### config.mk
export PLATFORM = sky130hd
export DESIGN_NAME = ide_cfg_regfile
export DESIGN_NICKNAME = d
export VERILOG_FILES = /design/src/rtl/ide_cfg_pkg.sv /design/src/rtl/ide_cfg_port_decode.sv /design/src/rtl/ide_cfg_regbank.sv /design/src/rtl/ide_cfg_field_export.sv /design/src/rtl/ide_cfg_regfile.sv
export SDC_FILE = /design/constraint.sdc
export NUM_CORES = 1
export LEC_CHECK = 0
export BUFFER_PORTS_ARGS = -buffer_cell sky130_fd_sc_hd__buf_2
export CAP_MARGIN = 40
export CORE_ASPECT_RATIO = 0.9
export CORE_MARGIN = 4
export CORE_UTILIZATION = 40
export DETAILED_ROUTE_END_ITERATION = 7
export PLACE_DENSITY = 0.62
export SLEW_MARGIN = 40
export SYNTH_ARGS = -nofsm -noshare
export SYNTH_HDL_FRONTEND = slang
export SYNTH_SLANG_ARGS = --single-unit
### constraint.sdc
create_clock -name clk -period 3 [get_ports clk]
set_clock_uncertainty 0.1 [all_clocks]
set_input_delay 0.6 -clock clk [delete_from_list [all_inputs] [get_ports clk]]
set_output_delay 0.6 -clock clk [all_outputs]
set_load 0.05 [all_outputs]
### src/rtl/ide_cfg_pkg.sv
package ide_cfg_pkg;
  localparam int IDX_W = 8;
  localparam logic [7:0] IDX_IDENT  = 8'h50;
  localparam logic [7:0] IDX_FIRST  = 8'h51;
  localparam int NUM_SLOTS = 11;          // 0x51 .. 0x5B
  localparam int SLOT_CTRL  = 0;          // 0x51
  localparam int SLOT_CMDT  = 1;          // 0x52
  localparam int SLOT_TIM0  = 2;          // 0x53 first per-drive pair
  localparam int SLOT_S23   = 6;          // 0x57
  localparam int SLOT_BURST = 8;          // 0x59
  localparam int SLOT_HOLE  = 9;          // 0x5A unimplemented
  localparam int CTRL_PF0 = 6;
  localparam int CTRL_PF1 = 7;
  localparam int CTRL_SEC = 3;
  localparam int S23_PF2  = 2;
  localparam int S23_PF3  = 3;
  localparam logic [7:0] FAST_MASK = 8'h27;

  function automatic logic slot_is_rw(int s);
    return s != SLOT_HOLE;
  endfunction

  function automatic logic [7:0] slot_reset(int s);
    if (s == SLOT_CTRL) return 8'hC0;
    if (s == SLOT_S23)  return 8'h0C;
    return 8'h00;
  endfunction

  function automatic logic [7:0] ident_byte(logic [1:0] rev, logic alt);
    return {2'b00, alt, 3'b000, rev};
  endfunction

  function automatic logic fast_of(logic [7:0] ctrl);
    return (ctrl & FAST_MASK) == FAST_MASK;
  endfunction

  function automatic logic idx_implemented(logic [7:0] idx);
    return (idx >= IDX_FIRST && idx <= 8'h59) || idx == 8'h5B;
  endfunction
endpackage

### src/rtl/ide_cfg_port_decode.sv
module ide_cfg_port_decode #(
  parameter int ADDR_W = 10,
  parameter logic [ADDR_W-1:0] PRI_BASE = 10'h178,
  parameter logic [ADDR_W-1:0] ALT_BASE = 10'h078,
  parameter logic [ADDR_W-1:0] DATA_OFS = 10'd4
) (
  input  logic [ADDR_W-1:0] io_addr,
  input  logic              io_wr,
  input  logic              alt_base,
  output logic              idx_hit,
  output logic              dat_hit,
  output logic              idx_wr,
  output logic              dat_wr
);
  logic [ADDR_W-1:0] base;
  assign base    = alt_base ? ALT_BASE : PRI_BASE;
  assign idx_hit = (io_addr == base);
  assign dat_hit = (io_addr == base + DATA_OFS);
  assign idx_wr  = io_wr & idx_hit;
  assign dat_wr  = io_wr & dat_hit;
endmodule

### src/rtl/ide_cfg_regbank.sv
module ide_cfg_regbank
  import ide_cfg_pkg::*;
(
  input  logic                         clk,
  input  logic                         rst_n,
  input  logic                         dat_wr,
  input  logic [IDX_W-1:0]             cur_idx,
  input  logic [7:0]                   wdata,
  output logic [NUM_SLOTS-1:0][7:0]    slot_q
);
  for (genvar s = 0; s < NUM_SLOTS; s++) begin : g_slot
    if (slot_is_rw(s)) begin : g_rw
      logic [7:0] q;
      logic       sel;
      assign sel = dat_wr && (cur_idx == IDX_W'(int'(IDX_FIRST) + s));
      always_ff @(posedge clk or negedge rst_n) begin
        if (!rst_n)   q <= slot_reset(s);
        else if (sel) q <= wdata;
      end
      assign slot_q[s] = q;
    end else begin : g_hole
      assign slot_q[s] = 8'hFF;
    end
  end
endmodule

### src/rtl/ide_cfg_field_export.sv
module ide_cfg_field_export
  import ide_cfg_pkg::*;
#(
  parameter logic [1:0] DEV_REV = 2'd2
) (
  input  logic [NUM_SLOTS-1:0][7:0] slot_q,
  input  logic [IDX_W-1:0]          cur_idx,
  input  logic                      alt_base,
  output logic [7:0]                rd_byte,
  output logic [3:0]                pf_dis,
  output logic                      sec_en,
  output logic                      fast_host,
  output logic [7:0]                cmd_timing,
  output logic [2:0][7:0]           setup_tim,
  output logic [2:0][7:0]           rw_tim,
  output logic [7:0]                burst_size
);
  always_comb begin
    rd_byte = 8'hFF;
    if (cur_idx == IDX_IDENT) rd_byte = ident_byte(DEV_REV, alt_base);
    for (int s = 0; s < NUM_SLOTS; s++)
      if (cur_idx == IDX_W'(int'(IDX_FIRST) + s)) rd_byte = slot_q[s];
  end

  assign pf_dis = {slot_q[SLOT_S23][S23_PF3], slot_q[SLOT_S23][S23_PF2],
                   slot_q[SLOT_CTRL][CTRL_PF1], slot_q[SLOT_CTRL][CTRL_PF0]};
  assign sec_en     = slot_q[SLOT_CTRL][CTRL_SEC];
  assign fast_host  = fast_of(slot_q[SLOT_CTRL]);
  assign cmd_timing = slot_q[SLOT_CMDT];
  assign burst_size = slot_q[SLOT_BURST];

  for (genvar d = 0; d < 3; d++) begin : g_drv
    assign setup_tim[d] = slot_q[SLOT_TIM0 + 2*d];
    assign rw_tim[d]    = slot_q[SLOT_TIM0 + 2*d + 1];
  end
endmodule

### src/rtl/ide_cfg_regfile.sv
module ide_cfg_regfile
  import ide_cfg_pkg::*;
#(
  parameter int ADDR_W = 10,
  parameter logic [1:0] DEV_REV = 2'd2
) (
  input  logic              clk,
  input  logic              rst_n,
  input  logic              alt_base,
  input  logic [ADDR_W-1:0] io_addr,
  input  logic              io_wr,
  input  logic [7:0]        io_wdata,
  output logic [7:0]        io_rdata,
  output logic [3:0]        pf_dis,
  output logic              sec_en,
  output logic              fast_host,
  output logic [7:0]        cmd_timing,
  output logic [2:0][7:0]   setup_tim,
  output logic [2:0][7:0]   rw_tim,
  output logic [7:0]        burst_size
);
  logic idx_hit, dat_hit, idx_wr, dat_wr;
  logic [IDX_W-1:0] cur_idx;
  logic [NUM_SLOTS-1:0][7:0] slot_q;
  logic [7:0] rd_byte;

  ide_cfg_port_decode #(.ADDR_W(ADDR_W)) u_dec (
    .io_addr(io_addr), .io_wr(io_wr), .alt_base(alt_base),
    .idx_hit(idx_hit), .dat_hit(dat_hit), .idx_wr(idx_wr), .dat_wr(dat_wr));

  always_ff @(posedge clk or negedge rst_n) begin
    if (!rst_n)      cur_idx <= '0;
    else if (idx_wr) cur_idx <= io_wdata;
  end

  ide_cfg_regbank u_bank (
    .clk(clk), .rst_n(rst_n), .dat_wr(dat_wr), .cur_idx(cur_idx),
    .wdata(io_wdata), .slot_q(slot_q));

  ide_cfg_field_export #(.DEV_REV(DEV_REV)) u_exp (
    .slot_q(slot_q), .cur_idx(cur_idx), .alt_base(alt_base), .rd_byte(rd_byte),
    .pf_dis(pf_dis), .sec_en(sec_en), .fast_host(fast_host),
    .cmd_timing(cmd_timing), .setup_tim(setup_tim), .rw_tim(rw_tim),
    .burst_size(burst_size));

  assign io_rdata = dat_hit ? rd_byte : (idx_hit ? cur_idx : 8'hFF);
endmodule

## Yosys cells after proc, flatten, opt, wreduce, memory -nomap -nowiden

Index checks and enable logic that the tools add are counted.

| storage, ports and cells | value |
|---|---|
| register bits | 88 |
| input port bits | 22 |
| output and inout port bits | 78 |
| word-level logic and storage cells | 54 |

| operators by class | value |
|---|---|
| $add $sub $neg | 1 |
| equality and inequality tests | 15 |
| muxes and demuxes | 15 |
| bitwise operators | 2 |
| reductions and logical operators | 10 |

Operators by type and width:

| cell | count |
|---|---|
| two-way mux 8 bit | 14 |
| equality test 8 x 7 -> 1 bit (second input constant) | 12 |
| equality test 10 bit | 2 |
| adder 10 x 3 -> 10 bit (second input constant) | 1 |
| logical AND 1 bit | 10 |
| two-way mux 9 bit | 1 |
| equality test 4 bit (second input constant) | 1 |
| AND 1 bit | 2 |

## Longest topological paths before layout

| logic depth | value |
|---|---|
| depth after elaboration | 14 |
| depth in mapped cells | 7 |
| depth with buffers taken out | 6 |

## By module

From an unflattened synthesis, not the netlist that was laid out.

| unflattened totals | value |
|---|---|
| cells, all modules | 433 |
| area, all modules | 5282.6 um2 |

By module, submodules not included:

| module | times used | cells each | area each (um2) | seq. area each (um2) |
|---|---|---|---|---|
| ide_cfg_regbank | 1 | 198 | 3244.4 | 2006.9 |
| ide_cfg_field_export | 1 | 187 | 1496.4 | 0.0 |
| ide_cfg_regfile | 1 | 37 | 450.4 | 200.2 |
| ide_cfg_port_decode | 1 | 11 | 91.3 | 0.0 |

## Least setup slack after synthesis

No wires, ideal clock.

| timing | value |
|---|---|
| path type | input to output |
| from | input io_addr[0] |
| to | output io_rdata[0] |
| arrival time | 2.854 ns |
| required time | 2.300 ns |
| slack | -0.554 ns |
| stages | 6 |
| path buffers | 1 |
| path through | nand4bb_1 -> or3_4 -> nor2_4 -> clkbuf_1 -> o221ai_1 -> o21ai_0 |

| on the way | value |
|---|---|
| cells in the longest elaborated chain, start to end | 3 |
| elaborated cells between the ends (all ways) | 4 |
| classes of those cells | 2 x eq/ne; 2 x mux |

Ends and longest elaborated chain:

| element | line | text |
|---|---|---|
| start, declared | ide_cfg_regfile.sv:10 | `input logic [ADDR_W-1:0] io_addr,` |
| equality test 10 bit | ide_cfg_port_decode.sv:17 | `assign idx_hit = (io_addr == base);` |
| two-way mux 8 bit | ide_cfg_regfile.sv:46 | `assign io_rdata = dat_hit ? rd_byte : (idx_hit ? cur_idx : 8'hFF);` |
| two-way mux 8 bit * | ide_cfg_regfile.sv:46 |  |
| end, declared | ide_cfg_regfile.sv:13 | `output logic [7:0] io_rdata,` |

Every way passes the cells marked *; elsewhere a longest branch is shown, timed or not.

## Worst setup path after layout

| timing | value |
|---|---|
| from | register cur_idx[1] |
| to | output io_rdata[3] |

| on the way | value |
|---|---|
| cells in the longest elaborated chain, start to end | 14 |
| elaborated cells between the ends (all ways) | 25 |
| classes of those cells | 12 x eq/ne; 13 x mux |

Ends and longest elaborated chain:

| element | line | text |
|---|---|---|
| start, declared | ide_cfg_regfile.sv:23 | `logic [IDX_W-1:0] cur_idx;` |
| start signal, assigned | ide_cfg_regfile.sv:33 | `else if (idx_wr) cur_idx <= io_wdata;` |
| equality test 8 x 7 -> 1 bit | ide_cfg_field_export.sv:20 | `if (cur_idx == IDX_IDENT) rd_byte = ident_byte(DEV_REV, alt_base);` |
| two-way mux 8 bit | ide_cfg_field_export.sv:20 |  |
| two-way mux 8 bit (10 in series) | ide_cfg_field_export.sv:22 | `if (cur_idx == IDX_W'(int'(IDX_FIRST) + s)) rd_byte = slot_q[s];` |
| two-way mux 8 bit * | ide_cfg_field_export.sv:22 |  |
| two-way mux 8 bit * | ide_cfg_regfile.sv:46 |  |

Marks and branches as above.

==> results.toml <==
[outcome]
status = "finished clean"

[logic_synthesis]
async_flop_share = 1.000
post_synth_edffs = 0
syn-instance-count = 427
post_synth_instance_area_sq_um = 4890
yosys_most_used_dff = "dfrtp_1"
yosys_register_bits = 88
ys_warn_count = 0
synth.distinct_cells = 43
synth-seq-area-share = 0.4514
syn_nets = 449
avgSynthCellArea_sq_um = 11.45

[cts]
clockBufferDepth = 2
cts_tree = "done"
cts_sinks = 88
clock_tree.root_cell = "clkbuf_16"
cts-hold-fix-buffers = 0
clock_insertion_delay_worst_skew_ps = 340
cts_buf_count = 9
cts.reportedPaths.clkPinSlew_ps = 60
htree_num_levels = 3

[layout]
multi_input_area_sq_um = 2108
nets = 497
drive_gt1_frac = 0.5521
seqCellArea_sq_um = 2213
finish.utilization = 0.4679
fillCellCount = 1126
n_antenna_cell = 0
post_synthesis_to_final_layout_area_growth_pct = 15.10
layoutNonFillerInstCount = 640

[setup_path]
critical_path_peak_fanout = 3
timing.rr.start = "cur_idx[5]"
reg2reg_setup_slack_ps = 640
worst_setup_path_end_kind = "output pin"
ff2ff_path_depth = 6
critical_path_class = "reg2out"
reg2reg_to = "u_bank.g_slot[4].g_rw.q[0]"
timing.critical_path.arrival_ps = 2220
critPathRequiredTime_ps = 2300
critPathLaunchType = "flop"

[power]
ir_worst_vdd_mv = 0.2592
switching_share = 0.2141
clk_network_pwr_share = 0.452
portion_of_total_power_attributed_to_sequential_cells = 0.507
power_switching_uw = 503.5
power.density_cell_area_nw_per_um2 = 417.9
leakage_nw = 2.861
combinationalPowerShare = 0.042
total_power_after_layout_mw = 2.352
intPower_mw = 1.848

[drt]
drt-vias-per-instance = 5.350
met2WireLength_mm = 6.050
final_routed_wirelength_mm = 12.73
drt-initial-drc-count = 250
vias = 3424
route.detailed.wl_per_inst_um = 19.89
met1_length_mm = 5.634
drt-pass1-iter-count = 4
post-route-drc-count = 0
topRoutingLayerUsed = "met4"
dr_wl_met3_um = 847
number_of_nets_with_antenna_violations_after_routing = 0

[sta]
max_slew.worst_pin.slew_ps = 547.1
postLayoutSetupSlackWorst_ps = 76.42
final.hold.worst_slack_ps = 126.0
finalMaxSlewViolations = 0
max_clock_freq_mhz = 342.0
grt_setup_unrepaired = "true"
timing.slew.headroom = 0.6342
post-route-period-util = 0.9745
timing.final.hold_violations = 0
setup_viol = 0
finalWorstPathRequiredPeriod_ps = 2924

[floorplanning]
core_area_sq_um = 12030
die_width_um = 124.5
placement_rows = 38
start_util = 0.4065
fp.dieArea_sq_um = 14060
io_pins = 100
die_height_um = 112.9

[placed_design]
gpl.final_weighted_congestion = 0.8176
numPortBuffers = 99
placement.setup.worst_slack_ps = 19.90
dpl.cell_count = 615
place.detailed.hpwl_mm = 9.014

[global_routing]
grt_overflow = 0
grt_max_degree = 38
antenna_violations_before_repair = 0
global_route_wire_length_before_repair_mm = 19.91
first_global_vias = 3604
global_route.usage.total = 0.1807

[hold_path]
min_path_type = "in2async"

[flow_run]
cap_violations = 0
area by class of cell:
| type | count | area share |
|---|---|---|
| clock inverters | 2 | 0.002223 |
| repair buffers | 130 | 0.1430 |
| clock buffers | 14 | 0.04869 |
| well taps | 160 | 0.03557 |
| inverters | 4 | 0.002668 |
| flip-flops and latches | 88 | 0.3933 |
| multi-input cells | 242 | 0.3746 |
synthesized netlist by cell type, drive strengths merged, types with 5 or more instances:
cell	number	area, sq um
a21oi	13	65.06
a221oi	5	43.79
a22oi	7	52.55
buf	71	525.5
clkbuf	22	83.83
dfrtp	84	2102
mux2	98	1134
nand2	13	48.80
nand2b	11	68.82
nor2	27	121.4
o21ai	20	100.1
o221ai	7	61.31
worst max-delay path, cell delays in order (launching register included):
cell and delay (ps):
dfrtp_4 480, buf_4 150, buf_4 150, mux2_2 270
a221oi_1 270, a21oi_1 100, nor2_1 180, o21ai_2 80
buf_2 210
what timing repair did:
item,CTS,global route
setup buffers,3,5
pin swaps,0,1
gates resized for setup,4,17
gates cloned,0,1
setup endpoints to repair,7,8
hold endpoints to repair,0,0
routing by layer:
metal  global-route usage  vias up
met2               0.2900      125
met1               0.2360     1726
met5                    0        -
met4              0.05186        0
met3              0.05899       16
li1                     -     1557
state kept, by name, indices dropped and copies added, names as in the netlist:
signal and flops:
cur_idx 8, u_bank.g_slot.g_rw.q 80
how the worst max path moves through the flow:
| stage | depth (start not counted) | to | start |
|---|---|---|---|
| 2_1_floorplan | 6 | io_rdata[0] | io_addr[0] |
| 3_3_place_gp | 7 | io_rdata[2] | io_addr[0] |
| 3_5_place_dp | 7 | io_rdata[2] | io_addr[0] |
| 4_1_cts | 7 | io_rdata[2] | io_addr[0] |
| 5_1_grt | 8 | io_rdata[1] | cur_idx[7] |
| 6_report | 8 | io_rdata[3] | cur_idx[1] |
stage by stage:
step | instance area (sq um) | TNS (ps)
6_report | 5628 | 0
5_1_grt | 5628 | -45.47
4_1_cts | 5523 | 0
3_5_place_dp | 5201 | 0
3_3_place_gp | 5201 | 0
2_1_floorplan | 4908 | 0
kinds of logic after synthesis:
group                     count (synthesis)  share of synthesized area
buffers and inverters                    97                     0.1277
DFF                                      88                     0.4514
xor gates and xnor gates                  1                   0.001792
muxes                                   104                     0.2518
and+or+nand+nor                          76                    0.08751
AOI/OAI and AO/OA                        61                    0.07984
cell usage in the layout (no fill, tap or decap), types with 3 or more instances in the layout:
cell type	instances
clkbuf_8	3
nand3_1	4
inv_1	4
a22oi_1	7
mux2i_1	3
o22ai_1	4
buf_12	3
mux2_4	8
buf_2	95
nor2_2	5
a21oi_1	12
a221oi_1	4
nand2_1	13
dfrtp_1	81
nand2b_1	10
o21ai_0	14
mux2_1	6
mux2_2	84
nor2_1	21
mux4_2	3
clkbuf_16	10
o21ai_2	4
buf_4	26
and3_1	3
buf_6	3
o221ai_1	7
dfstp_2	4
power groups by stage:
stage | registers [mW] | clock network, mW | logic, mW
2_1_floorplan | 1.21 | 0 | 0.0349
3_3_place_gp | 1.21 | 0 | 0.0904
3_5_place_dp | 1.21 | 0 | 0.0929
4_1_cts | 1.19 | 1.09 | 0.0949
5_1_grt | 1.19 | 1.13 | 0.109
6_report | 1.19 | 1.06 | 0.0977
Note: power is estimated with default switching activity, not from simulation.
